### config.mk
export PLATFORM = sky130hd
export DESIGN_NAME = sdram_init_seq
export DESIGN_NICKNAME = d
export VERILOG_FILES = /design/src/rtl/sdram_init_pkg.sv /design/src/rtl/sdram_init_timer.sv /design/src/rtl/sdram_init_mode_word.sv /design/src/rtl/sdram_init_pin_reg.sv /design/src/rtl/sdram_init_seq.sv
export SDC_FILE = /design/constraint.sdc
export NUM_CORES = 1
export LEC_CHECK = 0
export BUFFER_PORTS_ARGS = -buffer_cell sky130_fd_sc_hd__buf_2
export CAP_MARGIN = 0
export CORE_MARGIN = 2
export CORE_UTILIZATION = 42
export DETAILED_ROUTE_END_ITERATION = 6
export PLACE_DENSITY_LB_ADDON = 0.25
export SLEW_MARGIN = 20
export SYNTH_ARGS = -nofsm -noshare
export SYNTH_HDL_FRONTEND = slang
export SYNTH_SLANG_ARGS = --single-unit
export TNS_END_PERCENT = 1
### constraint.sdc
create_clock -name clk_i -period 2.9 [get_ports clk_i]
set_input_delay 0.145 -clock clk_i [delete_from_list [all_inputs] [get_ports clk_i]]
set_output_delay 0.145 -clock clk_i [all_outputs]
set_load 0.01 [all_outputs]
### src/rtl/sdram_init_pkg.sv
package sdram_init_pkg;

  typedef enum logic [1:0] {
    CMD_NOP,
    CMD_PALL,
    CMD_REF,
    CMD_MRS
  } cmd_e;

  typedef enum logic [2:0] {
    ST_PAUSE,
    ST_PALL_W,
    ST_REF_W,
    ST_MRS_W,
    ST_DONE
  } step_e;

  typedef struct packed {
    logic cs_n;
    logic ras_n;
    logic cas_n;
    logic we_n;
  } pins_t;

  localparam int unsigned AP_BIT = 10;

  function automatic pins_t cmd_pins(cmd_e c);
    case (c)
      CMD_PALL: return '{cs_n: 1'b0, ras_n: 1'b0, cas_n: 1'b1, we_n: 1'b0};
      CMD_REF:  return '{cs_n: 1'b0, ras_n: 1'b0, cas_n: 1'b0, we_n: 1'b1};
      CMD_MRS:  return '{cs_n: 1'b0, ras_n: 1'b0, cas_n: 1'b0, we_n: 1'b0};
      default:  return '{cs_n: 1'b0, ras_n: 1'b1, cas_n: 1'b1, we_n: 1'b1};
    endcase
  endfunction

  // round up to whole cycles, never below one
  function automatic int unsigned ns_to_cyc(int unsigned ns, int unsigned mhz);
    int unsigned c;
    c = (ns * mhz + 999) / 1000;
    return (c == 0) ? 1 : c;
  endfunction

  function automatic int unsigned max4(int unsigned a, int unsigned b,
                                       int unsigned c, int unsigned d);
    int unsigned m;
    m = a;
    if (b > m) m = b;
    if (c > m) m = c;
    if (d > m) m = d;
    return m;
  endfunction

  // burst length 0 selects full page
  function automatic logic [2:0] bl_code(int unsigned bl);
    case (bl)
      1:       return 3'b000;
      2:       return 3'b001;
      4:       return 3'b010;
      8:       return 3'b011;
      0:       return 3'b111;
      default: return 3'b000;
    endcase
  endfunction

endpackage

### src/rtl/sdram_init_timer.sv
module sdram_init_timer #(
  parameter int unsigned W       = 8,
  parameter int unsigned RST_VAL = 0
) (
  input  logic         clk_i,
  input  logic         rst_ni,
  input  logic         load_i,
  input  logic [W-1:0] load_val_i,
  output logic         zero_o
);

  logic [W-1:0] cnt_q;

  always_ff @(posedge clk_i or negedge rst_ni) begin
    if (!rst_ni)          cnt_q <= W'(RST_VAL);
    else if (load_i)      cnt_q <= load_val_i;
    else if (cnt_q != '0) cnt_q <= cnt_q - 1'b1;
  end

  assign zero_o = (cnt_q == '0);

endmodule

### src/rtl/sdram_init_mode_word.sv
module sdram_init_mode_word
  import sdram_init_pkg::*;
#(
  parameter int unsigned ADDR_W    = 12,
  parameter int unsigned CAS_LAT   = 3,
  parameter int unsigned BURST_LEN = 4,
  parameter bit          WRAP_IL   = 1'b0
) (
  output logic [ADDR_W-1:0] word_o
);

  localparam logic [2:0] BL_BITS = bl_code(BURST_LEN);
  localparam logic [2:0] CL_BITS = 3'(CAS_LAT);

  logic wrap_bit;

  generate
    if (BURST_LEN == 0) begin : g_full_page
      assign wrap_bit = 1'b0;  // full page only runs sequential
    end else begin : g_fixed_len
      assign wrap_bit = WRAP_IL;
    end
  endgenerate

  assign word_o = {{(ADDR_W-7){1'b0}}, CL_BITS, wrap_bit, BL_BITS};

endmodule

### src/rtl/sdram_init_pin_reg.sv
module sdram_init_pin_reg
  import sdram_init_pkg::*;
#(
  parameter int unsigned ADDR_W = 12
) (
  input  logic              clk_i,
  input  logic              rst_ni,
  input  logic              issue_i,
  input  cmd_e              cmd_i,
  input  logic [ADDR_W-1:0] mode_word_i,
  input  logic              done_set_i,
  output logic              cke_o,
  output pins_t             pins_o,
  output logic [1:0]        ba_o,
  output logic [ADDR_W-1:0] addr_o,
  output logic              dqm_o,
  output logic              done_o
);

  pins_t             pins_q;
  logic [ADDR_W-1:0] addr_q;
  logic [ADDR_W-1:0] addr_d;
  logic              pall_q;
  logic              dqm_q;
  logic              done_q;
  logic              cke_q;

  always_comb begin
    addr_d = '0;
    if (issue_i) begin
      case (cmd_i)
        CMD_PALL: addr_d[AP_BIT] = 1'b1;
        CMD_MRS:  addr_d = mode_word_i;
        default:  addr_d = '0;
      endcase
    end
  end

  always_ff @(posedge clk_i or negedge rst_ni) begin
    if (!rst_ni) begin
      pins_q <= cmd_pins(CMD_NOP);
      addr_q <= '0;
      pall_q <= 1'b0;
      dqm_q  <= 1'b1;
      done_q <= 1'b0;
      cke_q  <= 1'b1;
    end else begin
      pins_q <= cmd_pins(issue_i ? cmd_i : CMD_NOP);
      addr_q <= addr_d;
      pall_q <= issue_i && (cmd_i == CMD_PALL);
      dqm_q  <= dqm_q & ~pall_q;  // released the cycle after precharge-all
      done_q <= done_q | done_set_i;
      cke_q  <= 1'b1;
    end
  end

  assign pins_o = pins_q;
  assign ba_o   = 2'b00;
  assign addr_o = addr_q;
  assign dqm_o  = dqm_q;
  assign done_o = done_q;
  assign cke_o  = cke_q;

endmodule

### src/rtl/sdram_init_seq.sv
module sdram_init_seq
  import sdram_init_pkg::*;
#(
  parameter int unsigned CLK_MHZ   = 50,
  parameter int unsigned PAUSE_US  = 100,
  parameter int unsigned RP_NS     = 20,
  parameter int unsigned RC_NS     = 70,
  parameter int unsigned MRD_CYC   = 2,
  parameter int unsigned N_REF     = 2,
  parameter bit          MRS_FIRST = 1'b0,
  parameter int unsigned CAS_LAT   = 3,
  parameter int unsigned BURST_LEN = 4,
  parameter bit          WRAP_IL   = 1'b0,
  parameter int unsigned ADDR_W    = 12
) (
  input  logic              clk_i,
  input  logic              rst_ni,
  output logic              cke_o,
  output logic              cs_no,
  output logic              ras_no,
  output logic              cas_no,
  output logic              we_no,
  output logic [1:0]        ba_o,
  output logic [ADDR_W-1:0] addr_o,
  output logic              dqm_o,
  output logic              init_done_o
);

  localparam int unsigned PAUSE_RAW = CLK_MHZ * PAUSE_US;
  localparam int unsigned PAUSE_CYC = (PAUSE_RAW == 0) ? 1 : PAUSE_RAW;
  localparam int unsigned RP_CYC    = ns_to_cyc(RP_NS, CLK_MHZ);
  localparam int unsigned RC_CYC    = ns_to_cyc(RC_NS, CLK_MHZ);
  localparam int unsigned MAX_CYC   = max4(PAUSE_CYC, RP_CYC, RC_CYC, MRD_CYC);
  localparam int unsigned TW        = $clog2(MAX_CYC + 1);
  localparam int unsigned RW        = $clog2(N_REF + 1);

  step_e             state_q, state_d;
  logic [RW-1:0]     ref_q, ref_d;
  logic              zero;
  logic              load;
  logic [TW-1:0]     load_val;
  logic              issue;
  cmd_e              cmd;
  logic              done_set;
  logic [ADDR_W-1:0] mode_word;
  pins_t             pins;

  sdram_init_timer #(
    .W       (TW),
    .RST_VAL (PAUSE_CYC - 1)
  ) u_timer (
    .clk_i      (clk_i),
    .rst_ni     (rst_ni),
    .load_i     (load),
    .load_val_i (load_val),
    .zero_o     (zero)
  );

  sdram_init_mode_word #(
    .ADDR_W    (ADDR_W),
    .CAS_LAT   (CAS_LAT),
    .BURST_LEN (BURST_LEN),
    .WRAP_IL   (WRAP_IL)
  ) u_mode (
    .word_o (mode_word)
  );

  always_comb begin
    state_d  = state_q;
    ref_d    = ref_q;
    load     = 1'b0;
    load_val = '0;
    issue    = 1'b0;
    cmd      = CMD_NOP;
    done_set = 1'b0;
    if (zero) begin
      case (state_q)
        ST_PAUSE: begin
          issue    = 1'b1;
          cmd      = CMD_PALL;
          load     = 1'b1;
          load_val = TW'(RP_CYC - 1);
          state_d  = ST_PALL_W;
        end
        ST_PALL_W: begin
          issue = 1'b1;
          load  = 1'b1;
          if (MRS_FIRST) begin
            cmd      = CMD_MRS;
            load_val = TW'(MRD_CYC - 1);
            state_d  = ST_MRS_W;
          end else begin
            cmd      = CMD_REF;
            ref_d    = RW'(1);
            load_val = TW'(RC_CYC - 1);
            state_d  = ST_REF_W;
          end
        end
        ST_REF_W: begin
          if (ref_q < RW'(N_REF)) begin
            issue    = 1'b1;
            cmd      = CMD_REF;
            ref_d    = ref_q + 1'b1;
            load     = 1'b1;
            load_val = TW'(RC_CYC - 1);
          end else if (MRS_FIRST) begin
            done_set = 1'b1;
            state_d  = ST_DONE;
          end else begin
            issue    = 1'b1;
            cmd      = CMD_MRS;
            load     = 1'b1;
            load_val = TW'(MRD_CYC - 1);
            state_d  = ST_MRS_W;
          end
        end
        ST_MRS_W: begin
          if (MRS_FIRST) begin
            issue    = 1'b1;
            cmd      = CMD_REF;
            ref_d    = RW'(1);
            load     = 1'b1;
            load_val = TW'(RC_CYC - 1);
            state_d  = ST_REF_W;
          end else begin
            done_set = 1'b1;
            state_d  = ST_DONE;
          end
        end
        default: state_d = ST_DONE;
      endcase
    end
  end

  always_ff @(posedge clk_i or negedge rst_ni) begin
    if (!rst_ni) begin
      state_q <= ST_PAUSE;
      ref_q   <= '0;
    end else begin
      state_q <= state_d;
      ref_q   <= ref_d;
    end
  end

  sdram_init_pin_reg #(
    .ADDR_W (ADDR_W)
  ) u_pins (
    .clk_i       (clk_i),
    .rst_ni      (rst_ni),
    .issue_i     (issue),
    .cmd_i       (cmd),
    .mode_word_i (mode_word),
    .done_set_i  (done_set),
    .cke_o       (cke_o),
    .pins_o      (pins),
    .ba_o        (ba_o),
    .addr_o      (addr_o),
    .dqm_o       (dqm_o),
    .done_o      (init_done_o)
  );

  assign cs_no  = pins.cs_n;
  assign ras_no = pins.ras_n;
  assign cas_no = pins.cas_n;
  assign we_no  = pins.we_n;

endmodule

### Yosys cells after proc, flatten, opt, wreduce, memory -nomap -nowiden

Cells that the tools add are included.

* add/sub/neg operators: 2
* $lt $le $gt $ge: 1
* equality and inequality tests: 10
* muxes and demuxes: 21
* bitwise operators: 3
* reductions and logical operators: 9

Operators by type and width (count)
* 2-to-1 mux 13 bit: 2
* one-hot mux 3 bit (3 select lines): 2
* zero test 13 bit: 1
* nonzero test 13 bit: 1
* subtractor 13 x 1 -> 13 bit (second input constant): 1
* 2-to-1 mux 11 bit: 1
* 2-to-1 mux 2 bit: 5
* one-hot mux 2 bit (2 select lines): 2
* == test 2 bit (second input constant): 3
* == test 3 x 2 -> 1 bit (second input constant): 2
* 2-to-1 mux 1 bit: 6
* 2-to-1 mux 6 bit: 1
* one-hot mux 2 bit (3 select lines): 1
* == test 2 x 1 -> 1 bit (second input constant): 2
* inequality test 2 bit (second input constant): 2
* nonzero test 2 bit: 2
* == test 3 x 1 -> 1 bit (second input constant): 1
* zero test 3 bit: 1
* 2-to-1 mux 3 bit: 1
* AND reduction 3 bit: 1
* OR reduction 3 bit: 1
* adder 2 x 1 -> 2 bit (second input constant): 1
* < comparator 2 bit (second input constant): 1
* AND reduction 2 bit: 1
* 4 further kinds: 4

* register bits: 36
* input bits: 2
* output and inout bits: 21
* word-level logic and storage cells: 56

### Depth between registers and ports, before layout

Gate-level depths: netlist of run 1.

* word-level depth: 7
* mapped depth: 7
* depth with buffers taken out: 6

### By module

A second synthesis of run 1 with hierarchy kept.

* cells, all modules: 175
* area, all modules: 1810.5 µm²

By module, submodules not included
* sdram_init_timer: instances 1, cells an instance 82, area each 775.7 µm², sequential area each 334.1 µm²
* sdram_init_pin_reg: instances 1, cells an instance 46, area each 630.6 µm², sequential area each 455.4 µm²
* sdram_init_seq: instances 1, cells an instance 33, area each 306.5 µm², sequential area each 125.1 µm²
* sdram_init_mode_word: instances 1, cells an instance 14, area each 97.6 µm², sequential area each 0.0 µm²

### Worst setup path before layout of run 1

No wires, ideal clock.

* kind: register to register
* from: register u_timer.cnt_q[0]
* to: register u_timer.cnt_q[11]
* setup time: 0.126 ns
* arrival time: 1.609 ns
* data required time: 2.774 ns
* slack: 1.165 ns
* stages on the path, launching flop included: 7
* buffers on the path: 0
* clock period less this slack: 1.735 ns
* cells stage by stage: dfstp_2 -> inv_1 -> ha_1 -> or4b_1 -> o211ai_1 -> nor2_1 -> xor2_1

* cells in the longest elaborated chain, start to end: 3
* elaborated cells on any way between the ends: 7
* classes of those cells: add/sub: 1; mux: 3; reduce/logical: 3

RTL lines
* from (decl): RTL line sdram_init_timer.sv:12 `logic [W-1:0] cnt_q;`
* from (signal assigned): RTL line sdram_init_timer.sv:15 `if (!rst_ni) cnt_q <= W'(RST_VAL);`
* from (signal assigned): RTL line sdram_init_timer.sv:16 `else if (load_i) cnt_q <= load_val_i;`
* from (signal assigned): RTL line sdram_init_timer.sv:17 `else if (cnt_q != '0) cnt_q <= cnt_q - 1'b1;`
* subtractor 13 x 1 -> 13 bit / zero test 13 bit (equally long branches): RTL line sdram_init_timer.sv:17, sdram_init_timer.sv:20
* 2-to-1 mux 13 bit / 2-to-1 mux 1 bit (equally long branches): RTL line sdram_init_timer.sv:17, sdram_init_seq.sv:76
* 2-to-1 mux 13 bit / nonzero test 2 bit (equally long branches)

Several ways; a longest one is shown, not always the timed one. The select of a mux whose other input is x is not followed.
A chain may end at the register's enable or synchronous reset.

### Worst setup path after layout of run 1

* from: register u_timer.cnt_q[0]
* to: register state_q[1]

* cells in the longest elaborated chain, start to end: 2

RTL lines
* zero test 13 bit: RTL line sdram_init_timer.sv:20 `assign zero_o = (cnt_q == '0);`
* AND reduction 2 bit (no line)
* to (signal assigned): RTL line sdram_init_seq.sv:140 `state_q <= state_d;`
* to (decl): RTL line sdram_init_seq.sv:37 `step_e state_q, state_d;`

Every way passes these cells.

==> flow_summary.toml, run 1 <==
[logic_synthesis]
netlist_instances = 127
seq_area_frac_synth_pct = 48.8
yosysWarnings = 0
netlist_area_um2 = 1310
syn-mean-instance-area_um2 = 10.3
ys_types = 37
yosys_register_bits = 25

[finish]
drive_gt1_share_pct = 23.1
fin_nets = 139
final_util_pct = 45.1
num_antenna_cells = 0
area_delta_synth_final_pct = 3.34

[route]
wl_per_cell_um = 12.8
ant_nets = 0
drc = 0
drtIter0Drc = 41
firstDrtPassIters = 4
vias_per_cell = 5.14
wirelength_mm = 2.13
vias = 859

[grt]
grt_pass1_wl_mm = 3.62
antenna_found_initial = 0
track_usage_pct = 13.4
overflow = 0
grt_pass1_vias = 805
grt_max_degree = 26

[placed_design]
io_buffers = 10
place_congestion = 0.794
hpwl_mm = 1.53

[sta]
tightest_slew_ns = 0.534
hold_viol_final = 0
fmax_mhz = 510
rsz0062_at_grt = "false"
fin_setup_tns_ns = 0
min_period_ns = 1.96
maxSlewViolCount = 0
hold_slack_ns = 0.313
fin_crit_sh_pct = 67.6
fin_worst_skew_ns = 0.00816
slew_headroom_pct = 64.4
setup_viol = 0

[worst_setup_path]
start_kind = "flop"
path_max_fanout = 11
worstSetupEndpointType = "flop"
crit_type = "reg2reg"
required_ns = 3.13
arrival_ns = 2.19

[clock_network]
cts_buffer_depth = 2
cts_setup_buffers = 0
cts_resized = 0
cts-root-buf = "clkbuf_4"
worst_skew_pair.late_latency_ns = 0.32
clk_pin_slew_worst_paths_ns = 0.14
cts_tree = "yes"
cts_buffers = 3
cts_sinks = 25
htreeDepth = 1

[power_and_ir_drop]
clock_power_share_pct = 30.7
power_frac_comb_pct = 2.8
p_sw_uw = 122
irDropWorstVdd_v = 0.000141
p_per_area_nw_per_um2 = 389
sequentialPowerShare_pct = 66.5
internal_power_uw = 404
power_switching_share_pct = 23.3
leakagePower_nw = 0.643

[floorplanning]
die_area_um2 = 3580
die_y_um = 59.9
initial_core_util_pct = 43.6
die_w_um = 59.9
ioPinCount = 23
core-area_um2 = 3000
core.rowCount = 20

[hold_path]
worst_hold_path_type = "in2async"

[outcome]
status = "finished, final reports clean"

[flow_run]
maxCapViolCount = 0
cells in the final DEF, fill, tap and decap left out, drive strengths merged, types with 4 or more instances in the layout:
cell / n
nor3: 6
inv: 4
dfrtp: 14
xnor2: 4
conb: 12
nor4: 4
buf: 10
nor2: 7
o21ai: 5
nand2: 16
nand2b: 4
xor2: 4
dfstp: 11
final timing paths:
path	cells after the start	slack [ns]	end	startpoint
max	5	0.94	state_q[1]	u_timer.cnt_q[0]
max reg2reg	5	0.94	state_q[1]	u_timer.cnt_q[0]
min in group clk_i	1	0.39	u_pins.dqm_o	u_pins.addr_o[10]
max in group asynchronous	2	2.21	u_timer.cnt_q[12]	rst_ni
min	2	0.31	u_pins.addr_o[10]	rst_ni
min reg2reg	1	0.39	u_pins.dqm_o	u_pins.addr_o[10]
critical path, cell delays in order (launching register included):
cell	delay, ns
dfstp_2	0.40
inv_1	0.09
ha_1	0.18
nor4b_1	0.41
nand3_1	0.40
o311ai_0	0.38
power by group through the flow:
stage,Sequential [mW],Clock (mW),Combinational (mW)
floorplan,0.355,0,0.0187
global placement,0.355,0,0.0139
detailed placement,0.355,0,0.0140
CTS,0.350,0.169,0.0150
global route,0.350,0.183,0.0174
finish,0.350,0.162,0.0148
through the flow:
step           cells  total power [mW]  setup WS (ns)  cell area, um2
2_1_floorplan    137             0.374           1.16            1350
3_3_place_gp     162             0.369           1.01            1310
3_5_place_dp     162             0.369          0.914            1310
4_1_cts          167             0.533          0.900            1350
5_1_grt          167             0.551          0.637            1350
6_report         167             0.526          0.940            1350
state kept, by name, indices dropped and copies added, names as in the netlist:
| name | cells |
|---|---|
| u_pins.dqm_o | 1 |
| u_timer.cnt_q | 13 |
| ref_q | 2 |
| u_pins.pins_o | 3 |
| u_pins.done_o | 1 |
| state_q | 3 |
| u_pins.addr_o | 2 |
area by class of cell:
| type | count | area (um2) |
|---|---|---|
| well taps | 33 | 41.3 |
| multi-input cells | 90 | 568 |
| clock buffers | 3 | 22.5 |
| flip-flops and latches | 25 | 639 |
| clock inverters | 1 | 7.51 |
| fillers | 295 | 1650 |
| inverters | 4 | 15.0 |
| repair buffers | 11 | 60.1 |
Yosys cell counts (all sizes together):
master   n  share of area (%)
xor2     4                2.7
buf     17                9.3
nand3b   2                1.1
o21bai   2                1.1
clkbuf   1               0.29
or4b     2                1.5
nand4    2               0.95
nor3     6                2.3
mux2     1               0.86
nor4     4                3.5
xnor2    4                2.7
o21ai    5                1.9
o311ai   1               0.67
a21o     1               0.57
dfrtp   14                 27
o211ai   1               0.57
nand4b   1               0.67
ha       2                1.9
a21oi    3                1.1
conb     2               0.57
and3     1               0.48
inv      4                1.1
dfstp   11                 22
nor2     7                2.0
nand2b   4                1.9
nor4b    2                2.5
or4      1               0.86
nand2   16                4.8
mux2i    2                1.5
nor2b    1               0.48
nand3    3                1.1
per-layer routing:
| metal | track usage [%] | routed length (um) | vias up |
|---|---|---|---|
| li1 | - | - | 418 |
| met1 | 18.0 | 1020 | 422 |
| met2 | 21.4 | 1020 | 14 |
| met3 | 1.30 | 45 | 5 |
| met4 | 6.67 | 46 | 0 |
| met5 | 0 | 0 | - |
cells by family after synthesis:
family	after synthesis	share of synthesized area [%]
other	2	0.573
buffers and inverters	22	10.7
muxes	3	2.39
AOI/OAI and AO/OA	13	6.02
adders and majority gates	2	1.91
xor gates and xnor gates	8	5.35
DFF	25	48.8
and+or+nand+nor	52	24.3
repair_timing:
| item | CTS | global route |
|---|---|---|
| endpoints found under the hold margin | 14 | 0 |
| endpoints found under the setup margin | 0 | 0 |
| hold buffers | 1 | 0 |
(Power assumes the default switching activity.)
==> inputs of run 2 (changes only) <==
clock period = 1.8 ns   (was 2.9 ns; I/O delays follow)
==> run 2 against run 1 <==
Against the previous run: register-to-register slack lost 0.92 ns; clock power grew 70%; count of clock-buffer cells in the layout is the same; wire length grew 4.0%; total power grew 64%; setup slack lost 0.92 ns; utilization grew 3.3 points; hold slack lost 0.073 ns; sequential cell count is the same; clock skew grew 0.012 ns; critical endpoint is now u_timer.cnt_q[11].
==> flow_summary.toml, run 2 (synthesized netlist as in run 1, its figures left out) <==
[sta]
fin_setup_tns_ns = 0
slew_headroom_pct = 64.4
fin_crit_sh_pct = 99.0
fin_worst_skew_ns = 0.0199
fmax_mhz = 561
hold_viol_final = 0
min_period_ns = 1.78
tightest_slew_ns = 0.534
rsz0062_at_grt = "true"
setup_viol = 0
maxSlewViolCount = 0

[finish]
largest_register_ffs = 13
regMostFlops = "u_timer.cnt_q"
num_antenna_cells = 0
drive_gt1_share_pct = 32.2
final_util_pct = 48.3
fin_nets = 148
layout_commonest_cell = "nand2_1"
area_delta_synth_final_pct = 10.8
layout_common_cells = "15 x nand2_1, 14 x dfrtp_1, 12 x conb_1, 11 x dfstp_2, 10 x buf_2"

[route]
wl_per_cell_um = 12.6
vias = 900
vias_per_cell = 5.11
wirelength_mm = 2.22
drc = 0
ant_nets = 0
firstDrtPassIters = 4
drtIter0Drc = 12

[floorplanning]
die_w_um = 59.9
core.rowCount = 20
die_y_um = 59.9
core-area_um2 = 3000
ioPinCount = 23
initial_core_util_pct = 43.6
die_area_um2 = 3580

[worst_setup_path]
arrival_ns = 2.01
path_max_fanout = 4
required_ns = 2.02
worstSetupEndpointType = "flop"
crit_type = "reg2reg"
start_kind = "flop"

[grt]
grt_pass1_vias = 826
overflow = 0
antenna_found_initial = 0
grt_pass1_wl_mm = 3.77
grt_max_degree = 26
track_usage_pct = 14.1

[clock_network]
cts_buffer_depth = 2
htreeDepth = 1
worst_skew_pair.late_latency_ns = 0.34
cts_tree = "yes"
cts_sinks = 25
cts-root-buf = "clkbuf_4"
cts_buffers = 3
clk_pin_slew_worst_paths_ns = 0.16

[power_and_ir_drop]
power.total_uw = 864
irDropWorstVdd_v = 0.000222
p_per_area_nw_per_um2 = 595
leakagePower_nw = 0.693

[placed_design]
io_buffers = 10
place_congestion = 0.736
hpwl_mm = 1.58

[hold_path]
worst_hold_path_type = "in2async"

[flow_run]
maxCapViolCount = 0

[outcome]
status = "finished, final reports clean"
-- run 2: timing repair --
item	in CTS	in global routing
setup endpoints to repair	5	8
resized for setup	4	3
hold endpoints to repair	14	0
gates cloned	0	0
hold buffers	1	0
pin swaps	1	2
buffers inserted	1	1
-- run 2: cell type report --
cell class                      instances  area, um2
Clock buffer                            3       22.5
Inverter                                4       15.0
Tap cell                               33       41.3
Sequential cell                        25        639
Timing Repair Buffer                   20        128
Multi-Input combinational cell         90        597
Fill cell                             272       1550
Clock inverter                          1       8.76
-- run 2: worst max-delay path: stages (launching register included) --
cell and delay [ns]:
dfstp_2 0.42, inv_2 0.07, ha_4 0.13, or4b_4 0.49, o211ai_1 0.21, buf_4 0.16, nor2_1 0.05, xor2_1 0.13
-- run 2: per-layer routing --
| layer | vias up | track usage (%) | wire length (um) |
|---|---|---|---|
| met3 | 5 | 1.30 | 58 |
| li1 | 438 | - | - |
| met4 | 0 | 6.67 | 49 |
| met1 | 441 | 18.7 | 1020 |
| met2 | 16 | 23.0 | 1090 |
| met5 | - | 0 | 0 |
-- run 2: path summary, 6_finish.rpt --
path                       cells past startpoint  slack (ns)              start           endpoint
setup / recovery                               7        0.02   u_timer.cnt_q[1]  u_timer.cnt_q[11]
hold / removal                                 2        0.24             rst_ni  u_pins.addr_o[10]
setup reg to reg                               7        0.02   u_timer.cnt_q[1]  u_timer.cnt_q[11]
hold reg to reg                                1        0.40  u_pins.addr_o[10]       u_pins.dqm_o
max in group asynchronous                      2        1.17             rst_ni   u_timer.cnt_q[2]
min in group clk_i                             1        0.40  u_pins.addr_o[10]       u_pins.dqm_o
-- run 2: power breakdown --
group	switching (mW)	internal, mW	total (mW)	leakage, nW
clock network	0.186	0.0908	0.276	0.0183
logic	0.0216	0.00219	0.0238	0.380
registers	0	0.563	0.563	0.294
-- run 2: metrics by stage --
step                hold WS (ns)  setup slack [ns]  cell area [um2]  cells
global route               0.275           -0.0941             1450    176
detailed placement         0.105           -0.0428             1370    169
global placement           0.100            0.0205             1370    169
floorplan                 -0.206            0.0647             1350    137
finish                     0.240            0.0183             1450    176
CTS                        0.258            0.0189             1430    175
==> inputs of run 3 (changes only) <==
CELL_PAD_IN_SITES_DETAIL_PLACEMENT = 0   (was unset)
CELL_PAD_IN_SITES_GLOBAL_PLACEMENT = 1   (was unset)
CORE_UTILIZATION = 38   (was 42)
==> run 3 against run 2 <==
Against the previous run: clock power shrank 8.3%; count of clock-buffer cells in the layout grew 1; combinational power is essentially flat; critical path type unchanged; largest power group unchanged.
==> flow_summary.toml, run 3 (synthesized netlist as in run 1, its figures left out) <==
[floorplanning]
die_area_um2 = 3930
ioPinCount = 23
die_w_um = 62.7
core.rowCount = 21
initial_core_util_pct = 39.6
die_y_um = 62.7
core-area_um2 = 3310

[outcome]
status = "finished, final reports clean"

[route]
wirelength_mm = 2.23
ant_nets = 0
wl_per_cell_um = 11.5
vias_per_cell = 4.64
firstDrtPassIters = 4
drtIter0Drc = 24
drc = 0
vias = 896

[sta]
rsz0062_at_grt = "true"
tightest_slew_ns = 0.543
hold_viol_final = 0
slew_headroom_pct = 63.8
fin_ws_ns = 0.0263
fin_setup_tns_ns = 0
fmax_mhz = 564
setup_viol = 0
maxSlewViolCount = 0
fin_crit_sh_pct = 98.5
fin_worst_skew_ns = 0.00172
min_period_ns = 1.77

[clock_network]
cts-root-buf = "clkbuf_4"
htreeDepth = 1
cts_buffer_depth = 2
cts_buffers = 3
cts_sinks = 25
cts_tree = "yes"
worst_skew_pair.late_latency_ns = 0.32
clk_pin_slew_worst_paths_ns = 0.13

[power_and_ir_drop]
irDropWorstVdd_v = 0.000169
leakagePower_nw = 0.720
p_per_area_nw_per_um2 = 560

[worst_setup_path]
worstPathCellList = "inv_2, ha_4, or4b_4, nor4b_4, a21oi_1, nor3_1"
slowest_delay_ns = 0.49
path_buf_inv = 1
path_delay_family = "simple AND/OR/NAND/NOR gates"
crit_type = "reg2reg"
arrival_ns = 2.02
worstSetupEndpointType = "flop"
start_kind = "flop"
required_ns = 2.05
path_max_fanout = 3
cp_slowest_cell = "or4b_4"

[hold_path]
worst_hold_path_type = "in2async"

[placed_design]
placed_cell_area_um2 = 1400
place_congestion = 0.733
preCtsSetupSlack_ns = -0.0569
hpwl_mm = 1.56
io_buffers = 10

[finish]
design_area_um2 = 1500
regMostFlops = "u_timer.cnt_q"
n_fill_cell = 344
layout_common_cells = "15 x nand2_1, 14 x dfrtp_1, 13 x buf_4, 12 x conb_1, 11 x dfstp_2"
fin_nets = 152
final_util_pct = 45.3
layout_commonest_cell = "nand2_1"
largest_register_ffs = 13
drive_gt1_share_pct = 34.0
area_delta_synth_final_pct = 14.5
num_antenna_cells = 0

[grt]
overflow = 0
antenna_found_initial = 0
grt_pass1_vias = 879
track_usage_pct = 13.0
grt_pass1_wl_mm = 4.01
grt_max_degree = 26

[flow_run]
maxCapViolCount = 0
run 3: stage by stage:
| step | cells | hold WS (ns) | power, mW |
|---|---|---|---|
| after detailed placement | 184 | 0.109 | 0.595 |
| final | 193 | 0.265 | 0.839 |
| after floorplan | 137 | -0.206 | 0.603 |
| after global placement | 184 | 0.111 | 0.595 |
| after CTS | 191 | 0.284 | 0.852 |
| after global routing | 193 | 0.315 | 0.878 |
run 3: what timing repair did:
item	4_1_cts	5_1_grt
hold buffers	1	0
gates resized for setup	2	6
pin swaps	1	7
endpoints found under the hold margin	14	0
buffers inserted	2	2
endpoints found under the setup margin	6	19
run 3: layer usage:
| metal | vias to the layer above | track usage, % | wire [um] |
|---|---|---|---|
| li1 | 446 | - | - |
| met1 | 429 | 16.6 | 1030 |
| met2 | 16 | 21.0 | 1080 |
| met3 | 5 | 2.34 | 66 |
| met4 | 0 | 6.67 | 57 |
| met5 | - | 0 | 0 |
run 3: final timing paths:
path	start	to	slack [ns]	cells past startpoint
worst max-delay path	u_timer.cnt_q[1]	ref_q[0]	0.03	6
worst min-delay path	rst_ni	u_timer.cnt_q[6]	0.27	2
worst max register to register	u_timer.cnt_q[1]	ref_q[0]	0.03	6
worst min register to register	u_pins.addr_o[10]	u_pins.dqm_o	0.40	1
max in group asynchronous	rst_ni	u_timer.cnt_q[0]	1.16	2
min in group clk_i	u_pins.addr_o[10]	u_pins.dqm_o	0.40	1
run 3: where the power goes:
part / leakage, nW / switching (mW) / internal, mW
registers: 0.294 / 0 / 0.563
clock network: 0.0150 / 0.166 / 0.0869
logic: 0.411 / 0.0217 / 0.00218
total: 0.720 / 0.187 / 0.652
run 3: layout make-up:
class / count / area, um2 / area share, %
clock buffers: 4 / 26.3 / 1.75
inverters: 4 / 15.0 / 1.00
multi-input cells: 90 / 604 / 40.3
flip-flops and latches: 25 / 639 / 42.6
well taps: 46 / 57.6 / 3.84
repair buffers: 24 / 158 / 10.5
